==> src/rtl/i2cm_pkg.sv <==
// Shared constants and types for the I2C host register front-end.
// Assumes 8-bit registers; bit positions below are decoded by software.
package i2cm_pkg;
    localparam int REG_W = 8;

    // control register bit positions
    localparam int C_EN   = 7;
    localparam int C_IEN  = 6;
    localparam int C_HOST = 5;
    localparam int C_TX   = 4;
    localparam int C_RSTA = 2;

    // status register bit positions
    localparam int S_BUSY = 5;
    localparam int S_ALOST = 4;
    localparam int S_IFLAG = 1;
    localparam int S_NACK = 0;

    // writable masks
    localparam logic [REG_W-1:0] OWN_MASK  = 8'hFE;
    localparam logic [REG_W-1:0] DIV_MASK  = 8'h3F;
    localparam logic [REG_W-1:0] CTRL_MASK = 8'hFC;

    // register offsets
    localparam int OFF_OWN  = 0;
    localparam int OFF_DIV  = 1;
    localparam int OFF_CTRL = 2;
    localparam int OFF_STAT = 3;
    localparam int OFF_DATA = 4;

    typedef enum logic [1:0] {
        OP_START = 2'd0,
        OP_SEND  = 2'd1,
        OP_RECV  = 2'd2,
        OP_STOP  = 2'd3
    } bus_op_e;

    typedef enum logic [1:0] {
        SQ_IDLE,
        SQ_CMD,
        SQ_RSP
    } seq_state_e;

    typedef enum logic [1:0] {
        RF_IDLE,
        RF_WAIT,
        RF_DONE
    } rf_state_e;

    typedef enum logic [1:0] {
        PD_ADDR,
        PD_SEND,
        PD_RECV,
        PD_STOP
    } pend_e;
endpackage

==> src/rtl/i2cm_seq.sv <==
// Bus command sequencer: takes one launch pulse, offers the command with a
// valid/ready handshake, then waits for the response (none for an end
// command) and reports it with a one-cycle done pulse.
// Assumes a launch only arrives while the sequencer is idle.
module i2cm_seq
    import i2cm_pkg::*;
(
    input  logic             clk,
    input  logic             rst_n,
    input  logic             go,
    input  bus_op_e          go_op,
    input  logic [REG_W-1:0] go_byte,
    output logic             done,
    output logic             res_nack,
    output logic [REG_W-1:0] res_data,
    output logic             bus_cmd_valid,
    input  logic             bus_cmd_ready,
    output logic [1:0]       bus_cmd_op,
    output logic [REG_W-1:0] bus_cmd_byte,
    input  logic             bus_rsp_valid,
    input  logic             bus_rsp_nack,
    input  logic [REG_W-1:0] bus_rsp_data
);
    seq_state_e       state_q;
    bus_op_e          op_q;
    logic [REG_W-1:0] byte_q;

    // command outputs come straight from held state
    assign bus_cmd_valid = (state_q == SQ_CMD);
    assign bus_cmd_op    = op_q;
    assign bus_cmd_byte  = byte_q;

    // handshake state machine and response capture
    always_ff @(posedge clk) begin
        if (!rst_n) begin
            state_q  <= SQ_IDLE;
            op_q     <= OP_START;
            byte_q   <= '0;
            done     <= 1'b0;
            res_nack <= 1'b0;
            res_data <= '0;
        end else begin
            done <= 1'b0;
            case (state_q)
                SQ_IDLE: begin
                    if (go) begin
                        op_q    <= go_op;
                        byte_q  <= go_byte;
                        state_q <= SQ_CMD;
                    end
                end
                SQ_CMD: begin
                    if (bus_cmd_ready) begin
                        if (op_q == OP_STOP) begin
                            done     <= 1'b1;
                            res_nack <= 1'b0;
                            state_q  <= SQ_IDLE;
                        end else begin
                            state_q <= SQ_RSP;
                        end
                    end
                end
                SQ_RSP: begin
                    if (bus_rsp_valid) begin
                        done     <= 1'b1;
                        res_nack <= bus_rsp_nack;
                        res_data <= bus_rsp_data;
                        state_q  <= SQ_IDLE;
                    end
                end
                default: state_q <= SQ_IDLE;
            endcase
        end
    end

    // an offered command keeps its op and byte until accepted
    p_cmd_hold_r12: assert property (@(posedge clk) disable iff (!rst_n)
        (bus_cmd_valid && !bus_cmd_ready) |=>
            (bus_cmd_valid && $stable(bus_cmd_op) && $stable(bus_cmd_byte)));

    // launches never overlap a command in flight
    p_go_when_idle_r12: assert property (@(posedge clk) disable iff (!rst_n)
        go |-> (state_q == SQ_IDLE));
endmodule

==> src/rtl/i2cm_regfile.sv <==
// Register file and access decoder: holds the five registers, applies
// masks, soft reset and flag rules, and hands bus work to the sequencer.
// Assumes the requester holds its access until the one-cycle ready pulse.
module i2cm_regfile
    import i2cm_pkg::*;
#(
    parameter int ADDR_W = 3
) (
    input  logic              clk,
    input  logic              rst_n,
    input  logic              req_valid,
    input  logic              req_write,
    input  logic [ADDR_W-1:0] req_addr,
    input  logic [REG_W-1:0]  req_wdata,
    output logic              req_ready,
    output logic [REG_W-1:0]  rsp_rdata,
    output logic              irq,
    output logic              go,
    output bus_op_e           go_op,
    output logic [REG_W-1:0]  go_byte,
    input  logic              seq_done,
    input  logic              seq_nack,
    input  logic [REG_W-1:0]  seq_data
);
    localparam logic [ADDR_W-1:0] A_OWN  = ADDR_W'(OFF_OWN);
    localparam logic [ADDR_W-1:0] A_DIV  = ADDR_W'(OFF_DIV);
    localparam logic [ADDR_W-1:0] A_CTRL = ADDR_W'(OFF_CTRL);
    localparam logic [ADDR_W-1:0] A_STAT = ADDR_W'(OFF_STAT);
    localparam logic [ADDR_W-1:0] A_DATA = ADDR_W'(OFF_DATA);
    localparam logic [REG_W-1:0]  ALL1   = {REG_W{1'b1}};

    rf_state_e        state_q;
    pend_e            pend_q;
    logic [REG_W-1:0] own_q, div_q, ctrl_q, stat_q, rdat_q;
    logic             lat_q;
    logic             can_irq;

    // decoded effects of a control write
    logic             cw_soft, cw_end_host, cw_end_rsta, cw_stop;
    logic [REG_W-1:0] cw_ctrl;

    assign req_ready = (state_q == RF_DONE);
    assign irq       = stat_q[S_IFLAG];
    assign can_irq   = ctrl_q[C_EN] && ctrl_q[C_IEN];

    // control-write decode: soft reset, leaving host mode, repeated start
    always_comb begin
        cw_ctrl     = req_wdata & CTRL_MASK;
        cw_soft     = ctrl_q[C_EN] && !req_wdata[C_EN];
        cw_end_host = !cw_ctrl[C_HOST] && lat_q;
        cw_end_rsta = cw_ctrl[C_HOST] && cw_ctrl[C_RSTA] && lat_q;
        cw_stop     = cw_soft ? lat_q : (cw_end_host || cw_end_rsta);
    end

    // access handling, register updates and bus launches
    always_ff @(posedge clk) begin
        if (!rst_n) begin
            state_q   <= RF_IDLE;
            pend_q    <= PD_STOP;
            own_q     <= '0;
            div_q     <= '0;
            ctrl_q    <= '0;
            stat_q    <= '0;
            rdat_q    <= '0;
            lat_q     <= 1'b0;
            rsp_rdata <= '0;
            go        <= 1'b0;
            go_op     <= OP_STOP;
            go_byte   <= '0;
        end else begin
            go <= 1'b0;
            case (state_q)
                RF_IDLE: begin
                    if (req_valid) begin
                        rsp_rdata <= '0;
                        state_q   <= RF_DONE;
                        if (req_write) begin
                            case (req_addr)
                                A_OWN: own_q <= req_wdata & OWN_MASK;
                                A_DIV: div_q <= req_wdata & DIV_MASK;
                                A_CTRL: begin
                                    if (cw_soft) begin
                                        div_q  <= '0;
                                        ctrl_q <= '0;
                                        stat_q <= '0;
                                        rdat_q <= '0;
                                    end else begin
                                        ctrl_q <= cw_end_rsta ?
                                            (cw_ctrl & ~(REG_W'(1) << C_RSTA)) : cw_ctrl;
                                        stat_q[S_BUSY] <= cw_ctrl[C_HOST];
                                    end
                                    if (cw_stop) begin
                                        lat_q   <= 1'b0;
                                        go      <= 1'b1;
                                        go_op   <= OP_STOP;
                                        go_byte <= '0;
                                        pend_q  <= PD_STOP;
                                        state_q <= RF_WAIT;
                                    end
                                end
                                A_STAT: begin
                                    stat_q[S_IFLAG] <= stat_q[S_IFLAG] & req_wdata[S_IFLAG];
                                    stat_q[S_ALOST] <= stat_q[S_ALOST] & req_wdata[S_ALOST];
                                end
                                A_DATA: begin
                                    if (ctrl_q[C_EN] && ctrl_q[C_HOST]) begin
                                        go      <= 1'b1;
                                        go_byte <= req_wdata;
                                        go_op   <= lat_q ? OP_SEND : OP_START;
                                        pend_q  <= lat_q ? PD_SEND : PD_ADDR;
                                        state_q <= RF_WAIT;
                                    end
                                end
                                default: ;
                            endcase
                        end else begin
                            case (req_addr)
                                A_OWN:  rsp_rdata <= own_q;
                                A_DIV:  rsp_rdata <= div_q;
                                A_CTRL: rsp_rdata <= ctrl_q;
                                A_STAT: rsp_rdata <= stat_q;
                                A_DATA: begin
                                    if (!ctrl_q[C_HOST]) begin
                                        rsp_rdata <= rdat_q;
                                    end else if (!lat_q || ctrl_q[C_TX]) begin
                                        rdat_q    <= ALL1;
                                        rsp_rdata <= ALL1;
                                    end else begin
                                        go      <= 1'b1;
                                        go_op   <= OP_RECV;
                                        go_byte <= '0;
                                        pend_q  <= PD_RECV;
                                        state_q <= RF_WAIT;
                                    end
                                end
                                default: ;
                            endcase
                        end
                    end
                end
                RF_WAIT: begin
                    if (seq_done) begin
                        state_q <= RF_DONE;
                        case (pend_q)
                            PD_ADDR: begin
                                stat_q[S_NACK] <= seq_nack;
                                if (!seq_nack) begin
                                    lat_q <= 1'b1;
                                    if (can_irq) stat_q[S_IFLAG] <= 1'b1;
                                end
                            end
                            PD_SEND: begin
                                stat_q[S_NACK] <= seq_nack;
                                if (seq_nack) begin
                                    lat_q   <= 1'b0;
                                    go      <= 1'b1;
                                    go_op   <= OP_STOP;
                                    go_byte <= '0;
                                    pend_q  <= PD_STOP;
                                    state_q <= RF_WAIT;
                                end else if (can_irq) begin
                                    stat_q[S_IFLAG] <= 1'b1;
                                end
                            end
                            PD_RECV: begin
                                rdat_q    <= seq_nack ? ALL1 : seq_data;
                                rsp_rdata <= seq_nack ? ALL1 : seq_data;
                                if (!seq_nack && can_irq) stat_q[S_IFLAG] <= 1'b1;
                            end
                            default: ;
                        endcase
                    end
                end
                RF_DONE: state_q <= RF_IDLE;
                default: state_q <= RF_IDLE;
            endcase
        end
    end

    // completion is a single-cycle pulse
    p_ready_pulse_r12: assert property (@(posedge clk) disable iff (!rst_n)
        req_ready |=> !req_ready);

    // bus-busy always mirrors the stored host-mode bit
    p_busy_mirror_r4: assert property (@(posedge clk) disable iff (!rst_n)
        stat_q[S_BUSY] == ctrl_q[C_HOST]);

    // the interrupt flag only rises with both enables set
    p_irq_gate_r9: assert property (@(posedge clk) disable iff (!rst_n)
        $rose(stat_q[S_IFLAG]) |-> (ctrl_q[C_EN] && ctrl_q[C_IEN]));

    // transfer commands are only launched when enabled in host mode
    p_no_xfer_disabled_r11: assert property (@(posedge clk) disable iff (!rst_n)
        (go && go_op != OP_STOP) |-> (ctrl_q[C_EN] && ctrl_q[C_HOST]));
endmodule

==> src/rtl/i2c_host_regs.sv <==
// Top of the I2C host register front-end: register port on one side,
// byte-level bus command/response port on the other, one level interrupt.
// Assumes a bus engine that answers every start, send and receive command.
module i2c_host_regs
    import i2cm_pkg::*;
#(
    parameter int ADDR_W = 3
) (
    input  logic              clk,
    input  logic              rst_n,
    input  logic              req_valid,
    input  logic              req_write,
    input  logic [ADDR_W-1:0] req_addr,
    input  logic [7:0]        req_wdata,
    output logic              req_ready,
    output logic [7:0]        rsp_rdata,
    output logic              irq,
    output logic              bus_cmd_valid,
    input  logic              bus_cmd_ready,
    output logic [1:0]        bus_cmd_op,
    output logic [7:0]        bus_cmd_byte,
    input  logic              bus_rsp_valid,
    input  logic              bus_rsp_nack,
    input  logic [7:0]        bus_rsp_data
);
    logic             go, seq_done, seq_nack;
    bus_op_e          go_op;
    logic [REG_W-1:0] go_byte, seq_data;

    i2cm_regfile #(.ADDR_W(ADDR_W)) u_regs (
        .clk       (clk),
        .rst_n     (rst_n),
        .req_valid (req_valid),
        .req_write (req_write),
        .req_addr  (req_addr),
        .req_wdata (req_wdata),
        .req_ready (req_ready),
        .rsp_rdata (rsp_rdata),
        .irq       (irq),
        .go        (go),
        .go_op     (go_op),
        .go_byte   (go_byte),
        .seq_done  (seq_done),
        .seq_nack  (seq_nack),
        .seq_data  (seq_data)
    );

    i2cm_seq u_seq (
        .clk           (clk),
        .rst_n         (rst_n),
        .go            (go),
        .go_op         (go_op),
        .go_byte       (go_byte),
        .done          (seq_done),
        .res_nack      (seq_nack),
        .res_data      (seq_data),
        .bus_cmd_valid (bus_cmd_valid),
        .bus_cmd_ready (bus_cmd_ready),
        .bus_cmd_op    (bus_cmd_op),
        .bus_cmd_byte  (bus_cmd_byte),
        .bus_rsp_valid (bus_rsp_valid),
        .bus_rsp_nack  (bus_rsp_nack),
        .bus_rsp_data  (bus_rsp_data)
    );
endmodule

==> config.mk <==
export PLATFORM = sky130hd
export DESIGN_NAME = i2c_host_regs
export DESIGN_NICKNAME = d
export VERILOG_FILES = /design/src/rtl/i2cm_pkg.sv /design/src/rtl/i2cm_seq.sv /design/src/rtl/i2cm_regfile.sv /design/src/rtl/i2c_host_regs.sv
export SDC_FILE = /design/constraint.sdc
export NUM_CORES = 1
export LEC_CHECK = 0
export ABC_AREA = 1
export BUFFER_PORTS_ARGS = -buffer_cell sky130_fd_sc_hd__clkbuf_2
export CAP_MARGIN = 20
export CORE_ASPECT_RATIO = 1.5
export CORE_MARGIN = 4
export CORE_UTILIZATION = 30
export DETAILED_ROUTE_END_ITERATION = 10
export PLACE_DENSITY = 0.53
export SLEW_MARGIN = 15
export SYNTH_ARGS = -nofsm -noshare
export SYNTH_HDL_FRONTEND = slang
export SYNTH_SLANG_ARGS = --single-unit
==> constraint.sdc <==
create_clock -name clk -period 3.01 [get_ports clk]
set_input_delay 0.301 -clock clk [delete_from_list [all_inputs] [get_ports clk]]
set_output_delay 0.301 -clock clk [all_outputs]
set_load 0.05 [all_outputs]
==> metrics <==
status finished clean; Sw Ratio 32.89%; Yosys cell types 26; CP top delay family simple AND/OR/NAND/NOR gates; first-pass GRT wire length 16350 µm; CTS tree built; Buf/Inv on CP 2; Slew Limit Fails 0; clock skew 0.005882 ns; VDD IR-drop max 0.0003129 V; DRC Markers 0; die area 0.01338 mm²; grt total ovfl 0; final setup vio count 0; Seq/Total Area, Yosys 42.73%; Ant. Diodes 0; Fmax 442.8 MHz; Area contributors post-synth dfxtp_1 (43%), nand2_1 (12%), o21ai_0 (11%); headroom to the max-slew limit 50.87%; Yosys top cell by area dfxtp_1; Crit Path Category reg -> reg; share of layout cells above drive strength 1 13.13%; Synth Cell Area 0.003467 mm²; Finished Core Util 36.88%; top cell type's share of synthesized area 42.73%; hold path endpoint u_seq.res_nack; Power Dens Cells 698.9 mW/mm²; largest net degree at the start of global routing 38; fin nets 595; CP Max Fanout 12; Core ar. 0.01117 mm²; logic gate share of total power 21.9%; Max-Cap Viols 0; Worst path slowest cell nor2_1; Clk pwr share 37.8%; vias in the first global route 3342; Clk Latency, worst-skew pair 0.34 ns; Setup TNS Final 0 ns; CTS Hold Bufs 0; DIE HEIGHT 139.7 µm; Synth Instances 524; FF-to-FF path depth 7; Clock Root Buffer clkbuf_16; Final Hold Vio Count 0; DRT iter0 DRCs 236; r2r setup slk 0.75 ns; Syn Nets 553; RD Place Congestion 0.8682; Routed Antenna Nets 0; dpl ws 0.8034 ns; initial antenna violation count 0; die width 95.78 µm; RSZ-0062 raised after global routing no; Vias 3462; Sequential Power Share 40.3%; YS warnings 0; crit-path cells inv_1 -> nor2_1 -> o21ai_0 -> nand2_1 -> inv_1 -> o21ai_0 -> a21oi_1; routed vias/inst 4.822; critical path's largest stage delay 0.57 ns; Starting Density 31.03%; internal power 1.932 mW; Worst Slack Setup Final 0.7516 ns; drt pass-1 iters 4; Critical Path RT 3.24 ns; critical path launch point type flip-flop; DP Wirelength 7663 µm; I/O Buffers 46; clock slew at reported path FFs 0.06 ns; syn_area_per_cell 6.617 µm²; Post-CTS Resized 0; # clock sinks 74; fin crit period 2.258 ns; Pleak 1.865 nW; worst r2r src u_regs.state_q[0]; most frequent cells in the layout nand2_1 (108), nor2_1 (100), o21ai_0 (79); number of cell rows 47; post-CTS setup buffers 0; DRT Wirelength 10060 µm; FF-to-FF End u_regs.rsp_rdata[6]; critical path arrival 2.48 ns; CTS buffer count 9; worst hold-check path type in -> reg; most common cell after layout, fill and taps aside nand2_1; Syn-to-layout area delta 18.84%; GRT Util Overall 15.89%; hold depth 3; Seq cells post-synth 74; Fill cells 1258; final period utilization 75.03%; Sw Pwr 947.2 µW; maximum clock path buffer count 2; hold path startpoint bus_rsp_nack; H-tree depth 3; Slew @ Worst Pin 0.7342 ns; Avg WL per Cell 14.02 µm; element type at the critical path end flip-flop; num ports 47
==> routing by layer <==
| metal | wire (µm) | track usage (%) | vias to the layer above |
|---|---|---|---|
| met5 | 0 | 0 | - |
| met4 | 297 | 7.721 | 0 |
| met3 | 367 | 3.672 | 18 |
| met2 | 5125 | 26.94 | 79 |
| met1 | 4273 | 18.35 | 1584 |
| li1 | - | - | 1781 |
==> power by group through the flow <==
stage,clock network [mW],registers (mW),logic [mW]
final,1.09,1.16,0.630
after global routing,1.16,1.17,0.711
after CTS,1.11,1.16,0.635
after detailed placement,0,1.18,0.630
after global placement,0,1.18,0.625
after floorplan,0,1.26,0.379
==> cell families after synthesis <==
family	after synthesis	synth area share [%]
buffers and inverters	71	8.083
AND/OR/NAND/NOR	245	28.51
adder cells (fa/ha/maj)	3	1.083
flip-flops	74	42.73
AO/OA/AOI/OAI	131	19.60
==> per-stage QoR <==
step	total power [mW]	area, µm²	hold slack (ns)	cells
after floorplan	1.643	3467	0.4230	524
after global placement	1.806	3815	0.4482	702
after detailed placement	1.812	3815	0.4485	702
after CTS	2.910	4120	0.2039	718
after global routing	3.042	4120	0.2210	718
final	2.880	4120	0.2169	718
==> worst max path at each step <==
stage | end | startpoint | cells past startpoint
after global routing | u_regs.rsp_rdata[6] | u_regs.state_q[0] | 7
final | u_regs.rsp_rdata[6] | u_regs.state_q[0] | 7
after floorplan | u_seq.state_q[1] | u_seq.state_q[1] | 8
after detailed placement | u_regs.rdat_q[7] | u_regs.state_q[0] | 9
after global placement | u_regs.rsp_rdata[6] | u_regs.state_q[0] | 7
after CTS | u_regs.rsp_rdata[5] | u_regs.state_q[0] | 7
==> worst register-to-register path: cells and delay by family (launching register included) <==
family,cells,cell delay [ns]
simple gates,2,0.88
compound gates,3,0.53
flops,1,0.46
buf+inv,2,0.28
==> registers in the layout (all words and copies together), names as in the netlist, 2 cells and up <==
register / flops
u_regs.go_byte: 8
u_seq.res_data: 8
u_regs.state_q: 2
u_seq.state_q: 2
u_regs.pend_q: 2
u_regs.stat_q: 3
u_regs.own_q: 7
u_seq.bus_cmd_op: 2
u_seq.bus_cmd_byte: 8
u_regs.rsp_rdata: 8
u_regs.div_q: 6
u_regs.rdat_q: 8
u_regs.ctrl_q: 6
==> Yosys cell counts <==
cell type    n
o22ai_1      1
nor3_2       2
a21oi_1     40
nand3b_1     1
nand4_1      2
dfxtp_1     74
a31oi_1      2
inv_2        3
buf_2        5
nand3_1     25
o21a_1       3
nor2_1     100
clkinv_1     1
o21ai_0     79
ha_1         3
nor2_2       5
clkbuf_1     9
a311oi_1     1
nand2_2      1
nor3_1       1
a21oi_2      1
o211ai_1     2
buf_4        2
inv_1       51
nand2_1    108
o21ai_1      2
==> area by class of cell <==
cell class | instances | area (µm²) | share of cell area [%]
clock buffers | 10 | 239.0 | 5.800
clock inverters | 6 | 66.31 | 1.609
inverters | 55 | 206.4 | 5.011
multi-input cells | 379 | 1705 | 41.39
flip-flops and latches | 74 | 1481 | 35.96
well taps | 147 | 183.9 | 4.464
repair buffers | 47 | 237.7 | 5.770
(Power assumes the default switching activity.)
